### config.mk
export PLATFORM = sky130hd
export DESIGN_NAME = twi_mem_slave
export DESIGN_NICKNAME = d
export VERILOG_FILES = /design/src/rtl/twi_pkg.sv /design/src/rtl/twi_line_mon.sv /design/src/rtl/twi_byte_shift.sv /design/src/rtl/twi_ctrl.sv /design/src/rtl/twi_mem_slave.sv
export SDC_FILE = /design/constraint.sdc
export NUM_CORES = 1
export LEC_CHECK = 0
export ABC_CLOCK_PERIOD_IN_PS = 1880
export CAP_MARGIN = 40
export CELL_PAD_IN_SITES_DETAIL_PLACEMENT = 2
export CELL_PAD_IN_SITES_GLOBAL_PLACEMENT = 2
export CORE_MARGIN = 2
export CORE_UTILIZATION = 39
export DETAILED_ROUTE_END_ITERATION = 10
export DONT_BUFFER_PORTS = 1
export PLACE_DENSITY = 0.82
export SYNTH_ARGS = -nofsm -noshare
export SYNTH_HDL_FRONTEND = slang
export SYNTH_SLANG_ARGS = --single-unit
### constraint.sdc
create_clock -name clk -period 1.88 [get_ports clk]
set_clock_uncertainty 0.05 [all_clocks]
set_input_delay 0 -clock clk [delete_from_list [all_inputs] [get_ports clk]]
set_output_delay 0 -clock clk [all_outputs]
set_load 0.01 [all_outputs]
### src/rtl/twi_pkg.sv
package twi_pkg;
   typedef enum logic [2:0] {
      ST_IDLE,
      ST_DEV,
      ST_AHI,
      ST_ALO,
      ST_WDAT,
      ST_RDAT
   } twi_state_t;

   localparam int unsigned BYTE_W = 8;
endpackage

### src/rtl/twi_line_mon.sv
module twi_line_mon #(
   parameter bit IN_REG = 1'b1
) (
   input  logic clk,
   input  logic rst_n,
   input  logic scl_i,
   input  logic sda_i,
   output logic sda_lvl,
   output logic scl_rise,
   output logic scl_fall,
   output logic start_det,
   output logic stop_det
);
   logic scl_s, sda_s;
   logic scl_q, sda_q;

   generate
      if (IN_REG) begin : g_inreg
         always_ff @(posedge clk or negedge rst_n) begin
            if (!rst_n) begin
               scl_s <= 1'b1;
               sda_s <= 1'b1;
            end else begin
               scl_s <= scl_i;
               sda_s <= sda_i;
            end
         end
      end else begin : g_direct
         assign scl_s = scl_i;
         assign sda_s = sda_i;
      end
   endgenerate

   always_ff @(posedge clk or negedge rst_n) begin
      if (!rst_n) begin
         scl_q <= 1'b1;
         sda_q <= 1'b1;
      end else begin
         scl_q <= scl_s;
         sda_q <= sda_s;
      end
   end

   assign sda_lvl   = sda_s;
   assign scl_rise  = scl_s & ~scl_q;
   assign scl_fall  = ~scl_s & scl_q;
   assign start_det = scl_s & scl_q & sda_q & ~sda_s;
   assign stop_det  = scl_s & scl_q & ~sda_q & sda_s;

   AST_START_SINGLE: assert property (@(posedge clk) disable iff (!rst_n)
      start_det |=> !start_det);
endmodule

### src/rtl/twi_byte_shift.sv
module twi_byte_shift #(
   parameter int unsigned BITS = 8
) (
   input  logic clk,
   input  logic rst_n,
   input  logic clr,
   input  logic rise,
   input  logic sda,
   output logic [$clog2(BITS+1)-1:0] bit_idx,
   output logic byte_done,
   output logic ack_slot,
   output logic [BITS-1:0] rx_byte
);
   localparam int unsigned CW = $clog2(BITS + 1);
   localparam logic [CW-1:0] LAST = CW'(BITS - 1);
   localparam logic [CW-1:0] SLOT = CW'(BITS);

   generate
      if (BITS < 2) begin : g_bad_bits
         $error("twi_byte_shift: BITS must be at least 2");
      end
   endgenerate

   logic [BITS-1:0] sh_q;
   logic [CW-1:0]   cnt_q;

   always_ff @(posedge clk or negedge rst_n) begin
      if (!rst_n) begin
         cnt_q <= '0;
         sh_q  <= '0;
      end else if (clr) begin
         cnt_q <= '0;
      end else if (rise) begin
         if (cnt_q == SLOT) begin
            cnt_q <= '0;
         end else begin
            cnt_q <= cnt_q + 1'b1;
            sh_q  <= {sh_q[BITS-2:0], sda};
         end
      end
   end

   assign bit_idx   = cnt_q;
   assign byte_done = rise && (cnt_q == LAST);
   assign ack_slot  = rise && (cnt_q == SLOT);
   assign rx_byte   = {sh_q[BITS-2:0], sda};

   AST_DONE_THEN_SLOT: assert property (@(posedge clk) disable iff (!rst_n)
      byte_done |=> (bit_idx == SLOT));
endmodule

### src/rtl/twi_ctrl.sv
module twi_ctrl
   import twi_pkg::*;
#(
   parameter int unsigned ADDR_W    = 12,
   parameter int unsigned SEL_W     = 3,
   parameter int unsigned TYPE_W    = 4,
   parameter logic [TYPE_W-1:0] TYPE_CODE = 4'b1010
) (
   input  logic clk,
   input  logic rst_n,
   input  logic start_det,
   input  logic stop_det,
   input  logic scl_fall,
   input  logic byte_done,
   input  logic ack_slot,
   input  logic [3:0] bit_idx,
   input  logic [BYTE_W-1:0] rx_byte,
   input  logic sda_lvl,
   input  logic [SEL_W-1:0] sel_pins,
   input  logic mem_busy,
   input  logic [BYTE_W-1:0] rd_data,
   output logic sda_pull,
   output logic addr_load,
   output logic [ADDR_W-1:0] addr_val,
   output logic wr_req,
   output logic [BYTE_W-1:0] wr_data,
   output logic rd_req,
   output logic commit_req
);
   localparam int unsigned HI_W = ADDR_W - BYTE_W;
   localparam logic [3:0]  SLOT = 4'(BYTE_W);

   generate
      if (TYPE_W + SEL_W + 1 != BYTE_W) begin : g_bad_dev
         $error("twi_ctrl: type, select and R/W bits must fill one byte");
      end
      if (ADDR_W < 9 || ADDR_W > 16) begin : g_bad_addr
         $error("twi_ctrl: ADDR_W must lie in 9..16");
      end
   endgenerate

   twi_state_t        state_q;
   logic              ack_pend_q;
   logic              wrote_q;
   logic              load_tx_q;
   logic [HI_W-1:0]   hi_q;
   logic [BYTE_W-1:0] tx_q;
   logic              dev_match;

   assign dev_match = (rx_byte[BYTE_W-1 -: TYPE_W] == TYPE_CODE) &&
                      (rx_byte[SEL_W:1] == sel_pins);

   always_ff @(posedge clk or negedge rst_n) begin
      if (!rst_n) begin
         state_q    <= ST_IDLE;
         ack_pend_q <= 1'b0;
         wrote_q    <= 1'b0;
         load_tx_q  <= 1'b0;
         hi_q       <= '0;
         tx_q       <= '1;
         sda_pull   <= 1'b0;
         addr_load  <= 1'b0;
         addr_val   <= '0;
         wr_req     <= 1'b0;
         wr_data    <= '0;
         rd_req     <= 1'b0;
         commit_req <= 1'b0;
      end else begin
         addr_load  <= 1'b0;
         wr_req     <= 1'b0;
         rd_req     <= 1'b0;
         commit_req <= 1'b0;
         load_tx_q  <= rd_req;
         if (load_tx_q) begin
            tx_q <= rd_data;
         end

         if (start_det) begin
            state_q    <= ST_DEV;
            ack_pend_q <= 1'b0;
            wrote_q    <= 1'b0;
            sda_pull   <= 1'b0;
         end else if (stop_det) begin
            if (state_q == ST_WDAT && wrote_q) begin
               commit_req <= 1'b1;
            end
            state_q    <= ST_IDLE;
            ack_pend_q <= 1'b0;
            wrote_q    <= 1'b0;
            sda_pull   <= 1'b0;
         end else begin
            if (byte_done) begin
               unique case (state_q)
                  ST_DEV: begin
                     if (dev_match && !mem_busy) begin
                        ack_pend_q <= 1'b1;
                        if (rx_byte[0]) begin
                           state_q <= ST_RDAT;
                           rd_req  <= 1'b1;
                        end else begin
                           state_q <= ST_AHI;
                        end
                     end else begin
                        state_q <= ST_IDLE;
                     end
                  end
                  ST_AHI: begin
                     hi_q       <= rx_byte[HI_W-1:0];
                     ack_pend_q <= 1'b1;
                     state_q    <= ST_ALO;
                  end
                  ST_ALO: begin
                     addr_load  <= 1'b1;
                     addr_val   <= {hi_q, rx_byte};
                     ack_pend_q <= 1'b1;
                     state_q    <= ST_WDAT;
                  end
                  ST_WDAT: begin
                     wr_req     <= 1'b1;
                     wr_data    <= rx_byte;
                     wrote_q    <= 1'b1;
                     ack_pend_q <= 1'b1;
                  end
                  default: begin
                  end
               endcase
            end

            if (ack_slot) begin
               ack_pend_q <= 1'b0;
               if (state_q == ST_RDAT && !ack_pend_q) begin
                  if (!sda_lvl) begin
                     rd_req <= 1'b1;
                  end else begin
                     state_q <= ST_IDLE;
                  end
               end
            end

            if (scl_fall) begin
               if (bit_idx == SLOT) begin
                  sda_pull <= ack_pend_q;
               end else if (state_q == ST_RDAT) begin
                  sda_pull <= ~tx_q[3'd7 - bit_idx[2:0]];
               end else begin
                  sda_pull <= 1'b0;
               end
            end
         end
      end
   end

   AST_PULL_ON_FALL: assert property (@(posedge clk) disable iff (!rst_n)
      !$stable(sda_pull) |-> $past(scl_fall || start_det || stop_det));
   AST_BUSY_NO_ACK: assert property (@(posedge clk) disable iff (!rst_n)
      (byte_done && state_q == ST_DEV && mem_busy) |=> !ack_pend_q);
   AST_REQ_EXCL: assert property (@(posedge clk) disable iff (!rst_n)
      $onehot0({addr_load, wr_req, rd_req, commit_req}));
   AST_COMMIT_AFTER_STOP: assert property (@(posedge clk) disable iff (!rst_n)
      commit_req |-> $past(stop_det));
   AST_LOAD_WITH_ACK: assert property (@(posedge clk) disable iff (!rst_n)
      addr_load |-> (ack_pend_q && state_q == ST_WDAT));
endmodule

### src/rtl/twi_mem_slave.sv
module twi_mem_slave #(
   parameter int unsigned ADDR_W    = 12,
   parameter int unsigned SEL_W     = 3,
   parameter logic [3:0]  TYPE_CODE = 4'b1010,
   parameter bit          IN_REG    = 1'b1
) (
   input  logic              clk,
   input  logic              rst_n,
   input  logic              scl_i,
   input  logic              sda_i,
   input  logic [SEL_W-1:0]  sel_pins,
   input  logic              mem_busy,
   input  logic [7:0]        rd_data,
   output logic              sda_pull,
   output logic              addr_load,
   output logic [ADDR_W-1:0] addr_val,
   output logic              wr_req,
   output logic [7:0]        wr_data,
   output logic              rd_req,
   output logic              commit_req
);
   localparam int unsigned BITS = twi_pkg::BYTE_W;

   logic       sda_lvl, scl_rise, scl_fall, start_det, stop_det;
   logic [3:0] bit_idx;
   logic       byte_done, ack_slot;
   logic [7:0] rx_byte;

   twi_line_mon #(.IN_REG(IN_REG)) u_mon (
      .clk(clk), .rst_n(rst_n), .scl_i(scl_i), .sda_i(sda_i),
      .sda_lvl(sda_lvl), .scl_rise(scl_rise), .scl_fall(scl_fall),
      .start_det(start_det), .stop_det(stop_det)
   );

   twi_byte_shift #(.BITS(BITS)) u_shift (
      .clk(clk), .rst_n(rst_n), .clr(start_det | stop_det),
      .rise(scl_rise), .sda(sda_lvl), .bit_idx(bit_idx),
      .byte_done(byte_done), .ack_slot(ack_slot), .rx_byte(rx_byte)
   );

   twi_ctrl #(
      .ADDR_W(ADDR_W), .SEL_W(SEL_W), .TYPE_W(4), .TYPE_CODE(TYPE_CODE)
   ) u_ctrl (
      .clk(clk), .rst_n(rst_n), .start_det(start_det), .stop_det(stop_det),
      .scl_fall(scl_fall), .byte_done(byte_done), .ack_slot(ack_slot),
      .bit_idx(bit_idx), .rx_byte(rx_byte), .sda_lvl(sda_lvl),
      .sel_pins(sel_pins), .mem_busy(mem_busy), .rd_data(rd_data),
      .sda_pull(sda_pull), .addr_load(addr_load), .addr_val(addr_val),
      .wr_req(wr_req), .wr_data(wr_data), .rd_req(rd_req),
      .commit_req(commit_req)
   );
endmodule

# [After elaboration in Yosys (flattened, before gate mapping)]
# Index checks and enable logic that the tools add are counted.
[classes] add_sub_neg=2 order_cmp=1 n_eq_ne=10 n_mux=49 bitwise=17 n_reduce_logical=21
[op_table] operator="1-bit two-way mux" count=35
[op_table] operator="3-bit two-way mux" count=8
[op_table] operator="4-bit two-way mux" count=3
[op_table] operator="4-bit AND reduction" count=3
[op_table] operator="1-bit NOT" count=9
[op_table] operator="3-bit one-hot mux with 3 select lines" count=1
[op_table] operator="3-bit nonzero test" count=3
[op_table] operator="4-bit equality test, second input constant" count=2
[op_table] operator="1-bit AND" count=7
[op_table] operator="3-bit by 2-bit equality test with 1-bit output, second input constant" count=2
[op_table] operator="3-bit equality test, second input constant" count=2
[op_table] operator="1-bit logical AND" count=6
[op_table] operator="3-bit AND reduction" count=2
[op_table] operator="5-bit by 4-bit inequality test with 1-bit output, second input constant" count=1
[op_table] operator="5-bit nonzero test" count=1
[op_table] operator="4-bit by 1-bit adder with 4-bit output, second input constant" count=1
[op_table] operator="4-bit by 3-bit equality test with 1-bit output, second input constant" count=1
[op_table] operator="3-bit by 4-bit less-than comparator with 1-bit output, second input constant" count=1
[op_table] operator="4-bit nonzero test" count=1
[op_table] operator="1-bit binary-select mux with 3-bit select" count=1
[op_table] operator="3-bit by 1-bit equality test with 1-bit output, second input constant" count=1
[op_table] operator="3-bit equality test" count=1
[op_table] operator="3-bit OR reduction" count=1
[op_table] operator="3-bit subtractor, first input constant" count=1
[op_table] operator="other kinds (5)" count=6
[totals] reg_bits=58 in_bits=16 out_inout_bits=25 wordCells=119

# [Longest topological paths before layout]
[logic_depth] depth_word=11 mapped_depth=6 mapped_depth_nobuf=6

# [Cells and area by module]
# Synthesis repeated with hierarchy kept, for this count alone.
[hier_totals] cells_unflattened=185 hier_area_um2=2526.2
[modules_own_cells] module="twi_ctrl" n_inst=1 cells_each=135 area_per_inst_um2=1864.3 seq_area_each_um2=1086.0
[modules_own_cells] module="twi_byte_shift" n_inst=1 cells_each=41 area_per_inst_um2=518.0 seq_area_each_um2=275.3
[modules_own_cells] module="twi_line_mon" n_inst=1 cells_each=8 area_per_inst_um2=137.6 seq_area_each_um2=105.1
[modules_own_cells] module="twi_mem_slave" n_inst=1 cells_each=1 area_per_inst_um2=6.3 seq_area_each_um2=0.0

# [Least setup slack after synthesis]
# No wires, ideal clock.
[synth_timing] kind="reg2reg" start="register u_shift.cnt_q[0] (netlist: u_shift.bit_idx[0])" end="register u_ctrl.addr_val[10]" setup_time_ns=0.125 arrival_ns=1.615 required_ns=1.705 setup_slack_ns=0.090 stages_incl_launch_ff=7 path_buffers=1 synth_period_minus_slack_ns=1.790 cell_sequence="dfrtp_1 > ha_1 > nand3b_1 > nor4_4 > nand2_2 > buf_6 > mux2_4"
[synth_via] elab_chain_cells=3
[synth_lines] item="start: declaration" line="twi_byte_shift.sv:25" source="logic [CW-1:0] cnt_q;"
[synth_lines] item="start signal: assignment" line="twi_byte_shift.sv:37" source="cnt_q <= cnt_q + 1'b1;"
[synth_lines] item="4-bit by 3-bit equality test with 1-bit output" line="twi_byte_shift.sv:44" source="assign byte_done = rise && (cnt_q == LAST);"
[synth_lines] item="1-bit logical AND" line="twi_byte_shift.sv:44"
[synth_lines] item="4-bit AND reduction (no source line)"
[synth_lines] item="end signal: assignment" line="twi_ctrl.sv:114" source="addr_val <= {hi_q, rx_byte};"
[synth_lines] item="end: declaration" line="twi_ctrl.sv:24" source="output logic [ADDR_W-1:0] addr_val,"
# Every way passes these cells.
# A chain may end at the register's enable or synchronous reset.

# [Worst setup path in the final report]
[layout_timing] start="register u_mon.scl_s" end="register u_ctrl.ack_pend_q"
[layout_via] elab_chain_cells=5 elab_cells_between_ends=15 cone_classes="eq/ne (1); mux (3); bitwise (6); reduce/logical (5)"
[layout_lines] item="start: declaration" line="twi_line_mon.sv:14" source="logic scl_s, sda_s;"
[layout_lines] item="start signal: assignment" line="twi_line_mon.sv:24" source="scl_s <= scl_i;"
[layout_lines] item="1-bit AND (on tied branches)" line="twi_line_mon.sv:47, twi_line_mon.sv:48, twi_line_mon.sv:45"
[layout_lines] item="1-bit AND (tied with other cells) (2 in series)" line="twi_line_mon.sv:47" source="assign start_det = scl_s & scl_q & sda_q & ~sda_s;"
[layout_lines] item="5-bit by 4-bit inequality test with 1-bit output (no source line) (tied with other cells)"
[layout_lines] item="3-bit AND reduction (no source line) / 1-bit two-way mux (equally long branches)"
[layout_lines] item="end signal: assignment" line="twi_ctrl.sv:56" source="ack_pend_q <= 1'b0;"
[layout_lines] item="end signal: assignment" line="twi_ctrl.sv:80" source="ack_pend_q <= 1'b0;"
[layout_lines] item="end signal: assignment" line="twi_ctrl.sv:88" source="ack_pend_q <= 1'b0;"
[layout_lines] item="end: declaration" line="twi_ctrl.sv:43" source="logic ack_pend_q;"
# Parallel ways exist; a longest one is shown, timed or not.

==> impl_metrics.yaml <==
critical_path:
  critPathMaxFanout: 6
  r2r.worst_path.cells: 5
  reg2reg_slack_ps: 40
  worst_ep_arrival_time_ps: 2050
  setup.worst_path.class: "reg -> reg"
  crit_path_end_kind: "flop"
  required_ps: 2090
  r2r-start: "u_mon.scl_s$_DFF_PN1_"
  timing.rr.end: "u_ctrl.ack_pend_q$_DFFE_PN0P_"
  start_kind: "flop"
place:
  gp_congestion: 0.871
  hpwl_mm: 4.49
  dp_worst_setup_slack_ps: -150
  portBuffers: 0
synth:
  ys_async_sr_fraction_pct: 100
  synth_top_flop_cell: "dfrtp_1"
  post_synth_inst_count: 185
  synth_enable_flop_cells: 0
  synth.distinct_cells: 43
  total_nets_after_synthesis: 203
  seq_area_frac_synth_pct: 57.6
  synth.ff_latch_count: 58
  netlist_area_sq_um: 2540
  yosysWarnings: 0
  syn_area_per_cell_sq_um: 13.7
cts:
  cts-buffers-inserted: 9
  cts_sinks: 58
  cts.clk_slew.worst_paths_ps: 70
  clock_latency_ps: 340
  clk_path_buf_depth: 2
  cts_max_level: 3
  cts_tree: "done"
  cts_root_buf: "clkbuf_8"
drt:
  detail_route.iter0.violations: 76
  viasPerCell: 5.69
  route.detailed.wl_per_inst_um: 23.8
  wirelength_mm: 7.17
  firstDrtPassIters: 4
  vias: 1713
  final_antenna_net_count: 0
  drc_errors: 0
sta:
  drv_slew: 0
  setup_viol: 0
  finalHoldViolCount: 0
  grt_setup_unrepaired: "yes"
  final.hold.worst_slack_ps: 143
  worst-slew-pin-transition_ps: 549
  rel_slew_slack_pct: 63.4
  fmaxAchievable_ghz: 0.542
  final_critical_path_setup_slack_ps: 35.8
  period_share_pct: 98.1
  post-route-min-period_ps: 1840
grt:
  grt_pass1_vias: 2029
  antenna_found_initial: 0
  remaining_overflow_grt: 0
  grt_max_degree: 59
  global_route_wire_length_before_repair_mm: 11.8
  globalRouteTotalUtil_pct: 22.1
hold_path:
  hold_start: "mem_busy"
  min_to: "u_ctrl.state_q[2]$_DFF_PN0_"
  worst_hold_path_type: "in -> reg"
  worstHoldPathCells: 5
die:
  design.die.area_sq_um: 7180
  core_area_sq_um: 6310
  die_w_um: 84.8
  rows: 29
  starting_utilization_of_the_core_area_pct: 40.3
  num_ports: 41
  fp.dieH_um: 84.8
finish:
  num-nets-final: 237
  area.growth.synth_to_final_pct: 23.5
  fill_cells: 598
  n_antenna_cell: 0
  layout-drive-gt1-share_pct: 42.9
power:
  p_leak_nw: 1.46
  power.density_cell_area_nw_per_um2: 1020
  max-vdd-ir-drop_mv: 0.511
run:
  max_cap_violations: 0
status:
  run_status: "complete, no violations"
[cells by family after synthesis]
| logic type | share of synthesized area, % |
|---|---|
| AO/OA/AOI/OAI | 4.38 |
| XOR/XNOR | 1.72 |
| adder cells (fa/ha/maj) | 0.984 |
| buffers and inverters | 2.07 |
| flip-flops | 57.6 |
| multiplexers | 20.9 |
| AND/OR/NAND/NOR | 12.3 |
[stage by stage]
step | util (%) | total power, mW | std cells | instance area (sq um) | setup TNS [ps]
6_report | 49.8 | 3.20 | 301 | 3140 | 0
5_1_grt | 49.8 | 3.35 | 301 | 3140 | -141
4_1_cts | 49.5 | 3.22 | 301 | 3130 | 0
3_5_place_dp | 42.7 | 1.84 | 268 | 2700 | -2190
3_3_place_gp | 42.7 | 1.79 | 268 | 2700 | 0
2_1_floorplan | - | 1.69 | 185 | 2540 | 0
[sequential cells by signal, indices dropped and copies added (netlist names), 3 cells and up]
register	count
u_ctrl.tx_q	8
u_ctrl.hi_q	4
u_ctrl.wr_data	8
u_shift.bit_idx	4
u_ctrl.state_q	3
u_ctrl.addr_val	12
u_shift.sh_q	7
[layout make-up]
type                       instances  area [sq um]  share of cell area (%)
clock buffer                      11           141                    4.50
inverter                           5          18.8                   0.597
multi-input combinational        117          1080                    34.4
clock inverter                     5          77.6                    2.47
timing repair buffer              28           260                    8.28
tap                               77          96.3                    3.07
sequential                        58          1470                    46.7
[worst max-delay path by stage]
stage                                         startpoint                              end  slack, ps  depth (start not counted)
after floorplan           u_shift.bit_idx[0]$_DFFE_PN0P_  u_ctrl.addr_val[10]$_DFFE_PN0P_         90                          6
after global placement             u_mon.scl_s$_DFF_PN1_    u_ctrl.wr_data[5]$_DFFE_PN0P_         50                          5
after CTS                 u_shift.bit_idx[1]$_DFFE_PN0P_  u_ctrl.addr_val[10]$_DFFE_PN0P_          7                          6
after detailed placement  u_shift.bit_idx[1]$_DFFE_PN0P_   u_ctrl.addr_val[2]$_DFFE_PN0P_       -150                          5
final                              u_mon.scl_s$_DFF_PN1_    u_ctrl.ack_pend_q$_DFFE_PN0P_         40                          5
after global routing      u_shift.bit_idx[1]$_DFFE_PN0P_       u_ctrl.hi_q[0]$_DFFE_PN0P_        -40                          6
[cell usage after synthesis (2+ instances only)]
cell type	number	area share, %
dfrtp_1	46	45
nor2_1	6	0.89
mux2_2	29	13
nand3b_1	2	0.59
nand4_1	4	0.98
mux2_4	10	5.9
o22ai_1	2	0.49
mux4_2	2	1.8
nand2_1	10	1.5
a31o_2	2	0.69
nand2b_1	4	0.98
nor2b_1	2	0.49
ha_1	2	0.98
nand4b_1	2	0.69
inv_1	5	0.74
dfstp_2	12	12
a21oi_1	5	0.98
nor3_1	3	0.59
clkbuf_1	4	0.59
xor2_1	4	1.4
o21ai_0	3	0.59
nand3_1	5	0.98
[worst max-delay path: stages (launching register included)]
cell and delay, ps:
dfstp_2 540, nand2b_1 180, buf_4 230, nor4b_1 370
o221ai_1 220, a31oi_1 180
[routing by layer]
metal	wire length, um	up-vias	track usage (%)
met2	3770	52	37.8
met5	0	-	0
met3	361	21	5.80
met1	2840	902	25.8
li1	-	738	-
met4	199	0	10.2
[placed cells by master, fill, tap and decap left out, types with 3 or more instances in the layout]
cell,count
dfrtp_1,46
mux2_2,29
buf_4,15
dlygate4sd3_1,12
dfstp_2,12
mux2_4,10
clkbuf_8,10
nand2_1,9
inv_1,5
nor2_1,5
a21oi_1,5
nand2b_1,4
xor2_1,4
nand4_1,4
nand3_1,4
nor3_1,3
o21ai_0,3
nand2_4,3
[repair_timing]
item / 4_1_cts / 5_1_grt
hold endpoints to repair: 73 / 0
setup endpoints to repair: 28 / 31
hold buffers: 13 / 0
gates resized for setup: 7 / 3
setup buffers: 3 / 0
gates cloned: 1 / 0
pin swaps: 2 / 2
[report_power, final]
group	switching (mW)	total, mW	leakage [nW]	internal, mW
Clock	0.510	1.29	0.109	0.778
Combinational	0.220	0.431	0.605	0.211
Sequential	0.129	1.49	0.749	1.36
(Power assumes the default switching activity.)
